$ cat config.mk
export PLATFORM = sky130hd
export DESIGN_NAME = line_brownout_sup
export DESIGN_NICKNAME = d
export VERILOG_FILES = /design/src/rtl/bo_pkg.sv /design/src/rtl/bo_sag_timer.sv /design/src/rtl/bo_state_ctrl.sv /design/src/rtl/line_brownout_sup.sv
export SDC_FILE = /design/constraint.sdc
export NUM_CORES = 1
export LEC_CHECK = 0
export ABC_AREA = 1
export BUFFER_PORTS_ARGS = -buffer_cell sky130_fd_sc_hd__buf_2
export CAP_MARGIN = 20
export CORE_UTILIZATION = 35
export DETAILED_ROUTE_END_ITERATION = 8
export SLEW_MARGIN = 30
export SYNTH_ARGS = -nofsm -noshare
export SYNTH_HDL_FRONTEND = slang
export SYNTH_SLANG_ARGS = --single-unit
$ cat constraint.sdc
create_clock -name clk -period 1.16 [get_ports clk]
set_input_delay 0.174 -clock clk [delete_from_list [all_inputs] [get_ports clk]]
set_output_delay 0.174 -clock clk [all_outputs]
set_load 0.005 [all_outputs]
$ cat src/rtl/bo_pkg.sv
// Shared types for the line brown-out supervisor.
// Assumes: state encoding is one-hot and visible at the top-level status port.
package bo_pkg;

    localparam int BO_STATE_W = 4;

    typedef enum logic [BO_STATE_W-1:0] {
        ST_WAIT_START = 4'b0001,
        ST_RUN        = 4'b0010,
        ST_PEND_STOP  = 4'b0100,
        ST_STOPPED    = 4'b1000
    } bo_state_e;

    // Switching is allowed while running or while a stop is still pending.
    function automatic logic state_permits(input bo_state_e st);
        return (st == ST_RUN) || (st == ST_PEND_STOP);
    endfunction

endpackage

$ cat src/rtl/bo_sag_timer.sv
// Sag qualification timer.
// Counts consecutive cycles with the below-stop flag high while counting is
// allowed, and signals expiry on the edge that completes BLANK_TICKS samples.
// Assumes: BLANK_TICKS >= 1; count_en_i drops in the cycle after expiry.
module bo_sag_timer #(
    parameter int BLANK_TICKS = 54
) (
    input  logic clk,
    input  logic rst_n,
    input  logic count_en_i,
    input  logic below_i,
    output logic expire_o
);
    localparam int CNT_W = $clog2(BLANK_TICKS + 1);
    localparam logic [CNT_W-1:0] LAST_CNT = CNT_W'(BLANK_TICKS - 1);
    localparam logic [CNT_W-1:0] MAX_CNT  = CNT_W'(BLANK_TICKS);

    logic [CNT_W-1:0] sag_cnt;
    logic             counting;

    // Counting happens only on a sampled sag while the controller allows it.
    always_comb counting = count_en_i && below_i;

    // Expiry fires when this sample completes the required run.
    always_comb expire_o = counting && (sag_cnt == LAST_CNT);

    // Consecutive-sample counter, saturating, cleared by any break.
    always_ff @(posedge clk) begin
        if (!rst_n) begin
            sag_cnt <= '0;
        end else if (counting) begin
            if (sag_cnt != MAX_CNT)
                sag_cnt <= sag_cnt + 1'b1;
        end else begin
            sag_cnt <= '0;
        end
    end

    // a clear sample leaves no sag history behind
    p_cnt_clear_r6: assert property (@(posedge clk) disable iff (!rst_n)
        !below_i |=> (sag_cnt == '0));

    // the count never runs past the blanking length
    p_cnt_bound_r2: assert property (@(posedge clk) disable iff (!rst_n)
        sag_cnt <= MAX_CNT);

    // with a run longer than one sample, expiry needs a sag on the previous edge too
    generate
        if (BLANK_TICKS > 1) begin : g_hist
            p_sag_history_r2: assert property (@(posedge clk) disable iff (!rst_n)
                expire_o |-> $past(below_i && count_en_i));
        end
    endgenerate

endmodule

$ cat src/rtl/bo_state_ctrl.sv
// Supervisor state controller.
// Holds WAIT_START / RUN / PENDING_STOP / STOPPED, one-hot. A supply reset wins
// over the bypass, and the bypass wins over the line flags. In PENDING_STOP a
// recovery wins over a zero crossing.
// Assumes: expire_i comes from the sag timer and is only high while in RUN.
module bo_state_ctrl
    import bo_pkg::*;
(
    input  logic      clk,
    input  logic      rst_n,
    input  logic      supply_reset_i,
    input  logic      enable_i,
    input  logic      above_i,
    input  logic      zero_cross_i,
    input  logic      expire_i,
    output bo_state_e state_o,
    output logic      count_en_o
);
    bo_state_e state_q, state_d;

    // Sag counting is meaningful only while running under active supervision.
    always_comb count_en_o = (state_q == ST_RUN) && enable_i && !supply_reset_i;

    // Next-state selection with fixed priorities.
    always_comb begin
        state_d = state_q;
        if (supply_reset_i) begin
            state_d = ST_WAIT_START;
        end else if (!enable_i) begin
            state_d = ST_RUN;
        end else begin
            unique case (state_q)
                ST_WAIT_START: if (above_i)      state_d = ST_RUN;
                ST_RUN:        if (expire_i)     state_d = ST_PEND_STOP;
                ST_PEND_STOP: begin
                    if (above_i)                 state_d = ST_RUN;
                    else if (zero_cross_i)       state_d = ST_STOPPED;
                end
                ST_STOPPED:    if (above_i)      state_d = ST_RUN;
                default:                         state_d = ST_WAIT_START;
            endcase
        end
    end

    // State register, synchronous reset to WAIT_START.
    always_ff @(posedge clk) begin
        if (!rst_n) state_q <= ST_WAIT_START;
        else        state_q <= state_d;
    end

    always_comb state_o = state_q;

    // state stays one-hot
    p_onehot_r8: assert property (@(posedge clk) disable iff (!rst_n)
        $onehot(state_q));

    // STOPPED is only ever entered from a pending stop on a zero crossing
    p_stop_on_zc_r3: assert property (@(posedge clk) disable iff (!rst_n)
        (state_q == ST_STOPPED && $past(state_q) != ST_STOPPED) |->
            ($past(state_q) == ST_PEND_STOP && $past(zero_cross_i)));

    // WAIT_START holds without the start flag
    p_wait_hold_r1: assert property (@(posedge clk) disable iff (!rst_n)
        (state_q == ST_WAIT_START && enable_i && !above_i) |=> (state_q == ST_WAIT_START));

    // STOPPED holds without the start flag
    p_stop_hold_r4: assert property (@(posedge clk) disable iff (!rst_n)
        (state_q == ST_STOPPED && enable_i && !supply_reset_i && !above_i) |=> (state_q == ST_STOPPED));

    // bypass forces RUN
    p_bypass_run_r5: assert property (@(posedge clk) disable iff (!rst_n)
        (!enable_i && !supply_reset_i) |=> (state_q == ST_RUN));

    // supply reset forces WAIT_START
    p_supply_reset_r10: assert property (@(posedge clk) disable iff (!rst_n)
        supply_reset_i |=> (state_q == ST_WAIT_START));

    // recovery wins over zero crossing while pending
    p_recover_r7: assert property (@(posedge clk) disable iff (!rst_n)
        (state_q == ST_PEND_STOP && enable_i && !supply_reset_i && above_i) |=> (state_q == ST_RUN));

    // RUN is left only through expiry, bypass or reset
    p_run_stable_r9: assert property (@(posedge clk) disable iff (!rst_n)
        (state_q == ST_RUN && !expire_i && !supply_reset_i) |=> (state_q == ST_RUN));

endmodule

$ cat src/rtl/line_brownout_sup.sv
// Line brown-out supervisor, top level.
// Qualifies the line after reset, times sags, defers the stop to the next
// zero crossing and waits for recovery after a stop.
// Assumes: all flag inputs are synchronous to clk; BLANK_TICKS is in clock cycles.
module line_brownout_sup
    import bo_pkg::*;
#(
    parameter int BLANK_TICKS = 54
) (
    input  logic                  clk,
    input  logic                  rst_n,
    input  logic                  supply_reset_i,
    input  logic                  sup_enable_i,
    input  logic                  line_above_start_i,
    input  logic                  line_below_stop_i,
    input  logic                  line_zero_cross_i,
    output logic                  permit_o,
    output logic [BO_STATE_W-1:0] state_o
);
    logic      count_en;
    logic      sag_expire;
    bo_state_e cur_state;

    bo_sag_timer #(
        .BLANK_TICKS (BLANK_TICKS)
    ) u_sag_timer (
        .clk        (clk),
        .rst_n      (rst_n),
        .count_en_i (count_en),
        .below_i    (line_below_stop_i),
        .expire_o   (sag_expire)
    );

    bo_state_ctrl u_state_ctrl (
        .clk            (clk),
        .rst_n          (rst_n),
        .supply_reset_i (supply_reset_i),
        .enable_i       (sup_enable_i),
        .above_i        (line_above_start_i),
        .zero_cross_i   (line_zero_cross_i),
        .expire_i       (sag_expire),
        .state_o        (cur_state),
        .count_en_o     (count_en)
    );

    // Permit and status both come straight from the state register.
    always_comb begin
        permit_o = state_permits(cur_state);
        state_o  = cur_state;
    end

    // the permit is high exactly in RUN and PENDING_STOP
    p_permit_map_r8: assert property (@(posedge clk) disable iff (!rst_n)
        permit_o == (state_o[1] || state_o[2]));

endmodule

# Word level (Yosys, flattened, before mapping)
# Cells that the tools add are included.
dict set report word_totals {
  reg_bits 10
  input_bits 7
  out_inout_bits 5
}
dict set report classes {
  bitwise_logic 2
  reduce_logical 12
  n_eq_ne 12
  add_sub_neg 1
  n_mux 6
}
# op n
set ops {}
lappend ops {{$mux W4} 4}
lappend ops {{$pmux W4 S3} 1}
lappend ops {{$add A6 B1 Y6 const B} 1}
lappend ops {{$eq A6 B6 Y1 const B} 1}
lappend ops {{$ne A3 B3 Y1 const B} 2}
lappend ops {{$ne A6 B6 Y1 const B} 1}
lappend ops {{$reduce_and A3 Y1} 2}
lappend ops {{$eq A4 B1 Y1 const B} 1}
lappend ops {{$eq A4 B2 Y1 const B} 1}
lappend ops {{$eq A4 B3 Y1 const B} 1}
lappend ops {{$eq A4 B4 Y1 const B} 1}
lappend ops {{$logic_and A1 B1 Y1} 4}
lappend ops {{$ne A4 B4 Y1 const B} 1}
lappend ops {{$reduce_or A2 Y1} 2}
lappend ops {{$ne A3 B2 Y1 const B} 1}
lappend ops {{$reduce_or A3 Y1} 1}
lappend ops {{$mux W2} 1}
lappend ops {{$ne A2 B1 Y1 const B} 1}
lappend ops {{$ne A2 B2 Y1 const B} 1}
lappend ops {{$not A1 Y1} 2}
lappend ops {{$reduce_and A2 Y1} 1}
lappend ops {{$logic_not A1 Y1} 1}
lappend ops {{$logic_or A1 B1 Y1} 1}

# Logic depth before layout (Yosys ltp)
dict set report depth {
  word_depth 8
  depth_mapped 9
  depth_no_buf 9
}

# Cells and area by module
# Synthesis repeated with hierarchy kept, for this count alone.
dict set report hier_totals {
  cells_unflattened 99
  hier_area_um2 624.3
}
# module area_per_inst_um2 cells_each n_inst
set modules_own_cells {}
lappend modules_own_cells {bo_sag_timer 336.6 49 1}
lappend modules_own_cells {bo_state_ctrl 266.5 45 1}
lappend modules_own_cells {line_brownout_sup 21.3 5 1}

# Least setup slack after synthesis
# Ideal clock, no wire load.
dict set report synth_path {
  path_type {register to register}
  startpoint {reg u_state_ctrl.state_q[1] (netlist: u_state_ctrl.state_o[1])}
  endpoint {reg u_state_ctrl.state_q[0] (netlist: u_state_ctrl.state_o[0])}
  t_arrival_ns 1.024
  slack_ns 0.014
  synth_period_minus_slack_ns 1.146
  path_buffers 0
  t_required_ns 1.038
  stages_incl_launch_ff 10
  cell_sequence {dfxtp_1 inv_1 nor2_2 nand3_4 nor2_4 nand2_2 nand2_1 nand2_1 nand2_1 nand3b_1}
}
dict set report synth_between {
  elab_chain_cells 7
}
# item line
set synth_rtl {}
lappend synth_rtl {{from (decl)} bo_state_ctrl.sv:19} ;# bo_state_e state_q, state_d;
lappend synth_rtl {{from (signal assigned)} bo_state_ctrl.sv:48} ;# else state_q <= state_d;
lappend synth_rtl {{$eq A4 B2 Y1} {bo_state_ctrl.sv:22, bo_state_ctrl.sv:32}}
lappend synth_rtl {{$logic_and A1 B1 Y1 (2 in a row)} bo_state_ctrl.sv:22} ;# always_comb count_en_o = (state_q == ST_RUN) && enable_i && !supply_reset_i;
lappend synth_rtl {{$logic_and A1 B1 Y1} bo_sag_timer.sv:22} ;# always_comb counting = count_en_i && below_i;
lappend synth_rtl {{$logic_and A1 B1 Y1} bo_sag_timer.sv:25} ;# always_comb expire_o = counting && (sag_cnt == LAST_CNT);
lappend synth_rtl {{$ne A3 B3 Y1 (no source line)} -}
lappend synth_rtl {{$reduce_and A3 Y1 (no source line)} -}
# Parallel ways exist; a longest one is shown, timed or not.
# A chain may end at the register's enable or synchronous reset.

# Final worst setup path
dict set report layout_path {
  startpoint {reg u_state_ctrl.state_q[0] (netlist: u_state_ctrl.state_o[0])}
  endpoint {out permit_o}
}
dict set report layout_between {
  elab_chain_cells 2
}
# item line
set layout_rtl {}
lappend layout_rtl {{$eq A4 B2 Y1 or $eq A4 B3 Y1 (tied branches)} bo_pkg.sv:16} ;# return (st == ST_RUN) || (st == ST_PEND_STOP);
lappend layout_rtl {{$logic_or A1 B1 Y1 *} bo_pkg.sv:16}
lappend layout_rtl {{to (decl)} line_brownout_sup.sv:17} ;# output logic permit_o,
# Every way passes the cells marked *; elsewhere a longest branch is shown, timed or not.

==> results by group <==
STA
  • Setup violators final: 10
  • Relative slew slack: 0.875
  • Crit share post-route: 1.15
  • Max frequency: 751 MHz
  • Clk_skew: 0.00200 ns
  • Minimum clock period: 1.33 ns
  • Final hold violations: 0
  • Slew @ Worst Pin: 0.187 ns
  • Fin worst setup slack: -0.172 ns
  • Slew Viols, Final: 0
  • Unrepaired setup endpoints after global routing: true

Final layout
  • Fill cell count: 134
  • Area grow syn2layout: 44.0%
  • Final core occ: 0.569
  • Share of layout cells above drive strength 1: 0.526
  • Diodes inserted: 0
  • Final nets: 125

Global routing
  • Initial antenna violation count: 0
  • Grt total ovfl: 0
  • First-pass GRT wire length: 2450 um
  • Vias in the first global route: 577
  • GRT Total Usage: 0.173
  • Largest net degree at the start of global routing: 7

Clock network
  • H-tree levels: 1
  • Worst-skew pair later-pin latency: 0.28 ns
  • TritonCTS clock tree: done
  • Clock Tree Buf Depth: 2
  • # clock sinks: 10
  • Root Driver: clkbuf_4
  • CTS clk-pin slew, worst paths: 0.08 ns
  • Num CTS Buffers: 3
  • Hold-fix buffers at CTS: 0

Synthesis
  • #FFs+latches synth: 10
  • Synth top area share: 0.321
  • Mapped Cells: 88
  • Synthesized area: 623 sq um
  • Dominant cells by area after synthesis: dfxtp_1, nand2_1, nand3_1
  • Largest family of logic cells by synthesized area: simple AND/OR/NAND/NOR gates
  • Synth Area in Compound Gates: 0.127
  • Mux contribution to synthesized area: 0
  • Dominant cell type by area after synthesis: dfxtp_1
  • Simple-gate area share of the yosys netlist: 0.386
  • Syn avg cell area: 7.08 sq um
  • Count leader, synth: nand2_1
  • Top post-synthesis cells by count: nand2_1, dfxtp_1, inv_1, nor2_1, nand3_1
  • Ys flop type: dfxtp_1
  • Synth Area in XOR/XNOR: 0.0141
  • YS warnings: 0
  • Synth Area in Adders: 0.0602
  • Syn_nets: 98
  • Synth async-reset ratio: 0
  • Seq/Total Area, Yosys: 0.321
  • EDFF count, synth: 0
  • Yosys cell types: 23

Place
  • IO buf count: 11
  • Post-DP HPWL: 1010 um
  • Pre-CTS setup slack: -0.0748 ns
  • Global placer's final weighted congestion: 0.853

Critical path
  • Reg2Reg Setup Slack: -0.13 ns
  • Type of origin of the critical path: register
  • Setup CP Type: register to primary output
  • Reg2reg path depth: 9
  • Worst R2R Start: u_state_ctrl.state_o[0]
  • WP data required: 0.99 ns
  • Crit path max fanout: 4
  • CP Capture Type: primary output
  • Max stage delay cell, worst path: dfxtp_2
  • FF-to-FF End: u_state_ctrl.state_o[1]
  • Critical path's largest stage delay: 0.34 ns
  • Crit path cell chain: nor2_4 -> buf_4 -> nand3_2 -> nand2_1 -> buf_2
  • WP data arrival: 1.16 ns

Min path
  • Hold Path Origin: rst_n
  • Hold crit path type: primary input to register
  • Hold Crit Depth: 3
  • Hold worst-path end: u_sag_timer.sag_cnt[0]

Drt
  • Via density: 5.03
  • DR iter-0 viols: 11
  • Drt total wl: 1600 um
  • DR WL/cell: 12.3 um
  • Residual DRC count: 0
  • Antenna-violating nets left: 0
  • DRT Pass-1 Iters: 4
  • Routed vias: 654

Floorplanning
  • Core area: 1580 sq um
  • Initial Util: 0.395
  • Rows: 14
  • Count of boundary I/O pins: 12
  • DIE AREA: 1950 sq um
  • Die X: 44.2 um
  • Die Y: 44.2 um

Flow run
  • MaxCap Viol Count: 0

Pwr
  • Pwr dens: 914 nW/um^2
  • P_leak: 0.425 nW
  • Maximum vdd drop: 730 uV

Status
  • Status: finished, violations left
  • Failing checks: negative setup slack
[cell type report]
class / count / area (sq um) / share of cell area
Clock buffer: 4 / 36.3 / 0.0404
Tap cell: 16 / 20.0 / 0.0223
Timing Repair Buffer: 22 / 145 / 0.162
Inverter: 15 / 57.6 / 0.0642
Multi-Input combinational cell: 63 / 427 / 0.476
Sequential cell: 10 / 211 / 0.236
[worst max path at each step]
stage | startpoint | end | slack, ns | cells past startpoint
4_1_cts | u_state_ctrl.state_o[3] | u_state_ctrl.state_o[0] | -0.09 | 9
6_report | u_state_ctrl.state_o[0] | permit_o | -0.17 | 5
5_1_grt | u_state_ctrl.state_o[0] | permit_o | -0.20 | 5
3_3_place_gp | u_state_ctrl.state_o[0] | u_state_ctrl.state_o[0] | -0.04 | 8
2_1_floorplan | u_state_ctrl.state_o[1] | u_state_ctrl.state_o[0] | 0.01 | 9
3_5_place_dp | u_sag_timer.sag_cnt[0] | u_sag_timer.sag_cnt[3] | -0.07 | 5
[where the power goes]
| group | internal, mW | switching [mW] | leakage [nW] |
|---|---|---|---|
| Clock | 0.191 | 0.146 | 0.0210 |
| Combinational | 0.0588 | 0.0709 | 0.320 |
| Sequential | 0.348 | 0.00631 | 0.0839 |
| Total | 0.597 | 0.223 | 0.425 |
[critical path, delay by kind of cell, from the launching register on]
kind,cells,cell delay (ns)
flops,1,0.34
simple gates,3,0.31
buf+inv,2,0.23
[sequential cells by signal, summed over array words and instances, names as in the netlist]
name and count:
u_sag_timer.sag_cnt 6, u_state_ctrl.state_o 4
[what timing repair did]
item,4_1_cts,5_1_grt
cloned,0,0
endpoints found under the setup margin,6,12
buffers inserted,3,2
pin swaps,3,1
resized for setup,13,15
[metal layers]
layer / vias to the layer above / wire length [um] / GRT usage
li1: 338 / - / -
met1: 299 / 758 / 0.222
met2: 13 / 779 / 0.279
met3: 4 / 39 / 0.0367
met4: 0 / 22 / 0.0727
met5: - / 0 / 0
[placed cells by master (no fill, tap or decap), types with 2 or more instances in the layout]
cell type	netlist	layout
nand3_2	0	4
inv_2	4	5
a21oi_2	0	2
buf_6	0	2
buf_4	0	9
o21ai_1	1	2
ha_1	3	3
a211oi_2	2	2
clkbuf_4	0	3
nor2_2	1	2
nand2_1	18	14
buf_2	0	11
nand3_1	8	4
dfxtp_2	0	6
nor2_1	9	7
nand3b_1	2	2
nand2_4	0	2
nand4_1	3	3
nor2_4	2	3
a21oi_1	6	4
inv_1	9	8
dfxtp_1	10	3
nand2_2	2	4
[through the flow]
stage               instances  setup TNS, ns  total power [mW]  area [sq um]  hold slack [ns]
floorplan                  88              0             0.419           623            0.353
global placement          121        -0.0886             0.459           743            0.476
detailed placement        121         -0.186             0.459           743            0.490
CTS                       128         -0.349             0.801           832            0.219
global route              130          -1.41             0.846           897            0.201
finish                    130         -0.978             0.820           897            0.201
[cell families (layout without fill, tap and decap cells)]
| logic type | count (synthesis) | after routing |
|---|---|---|
| and+or+nand+nor | 47 | 47 |
| adders and majority gates | 3 | 3 |
| buffers and inverters | 15 | 41 |
| AOI/OAI and AO/OA | 12 | 12 |
| DFF | 10 | 10 |
| xor gates and xnor gates | 1 | 1 |
Power figures use the tool's default switching activity.
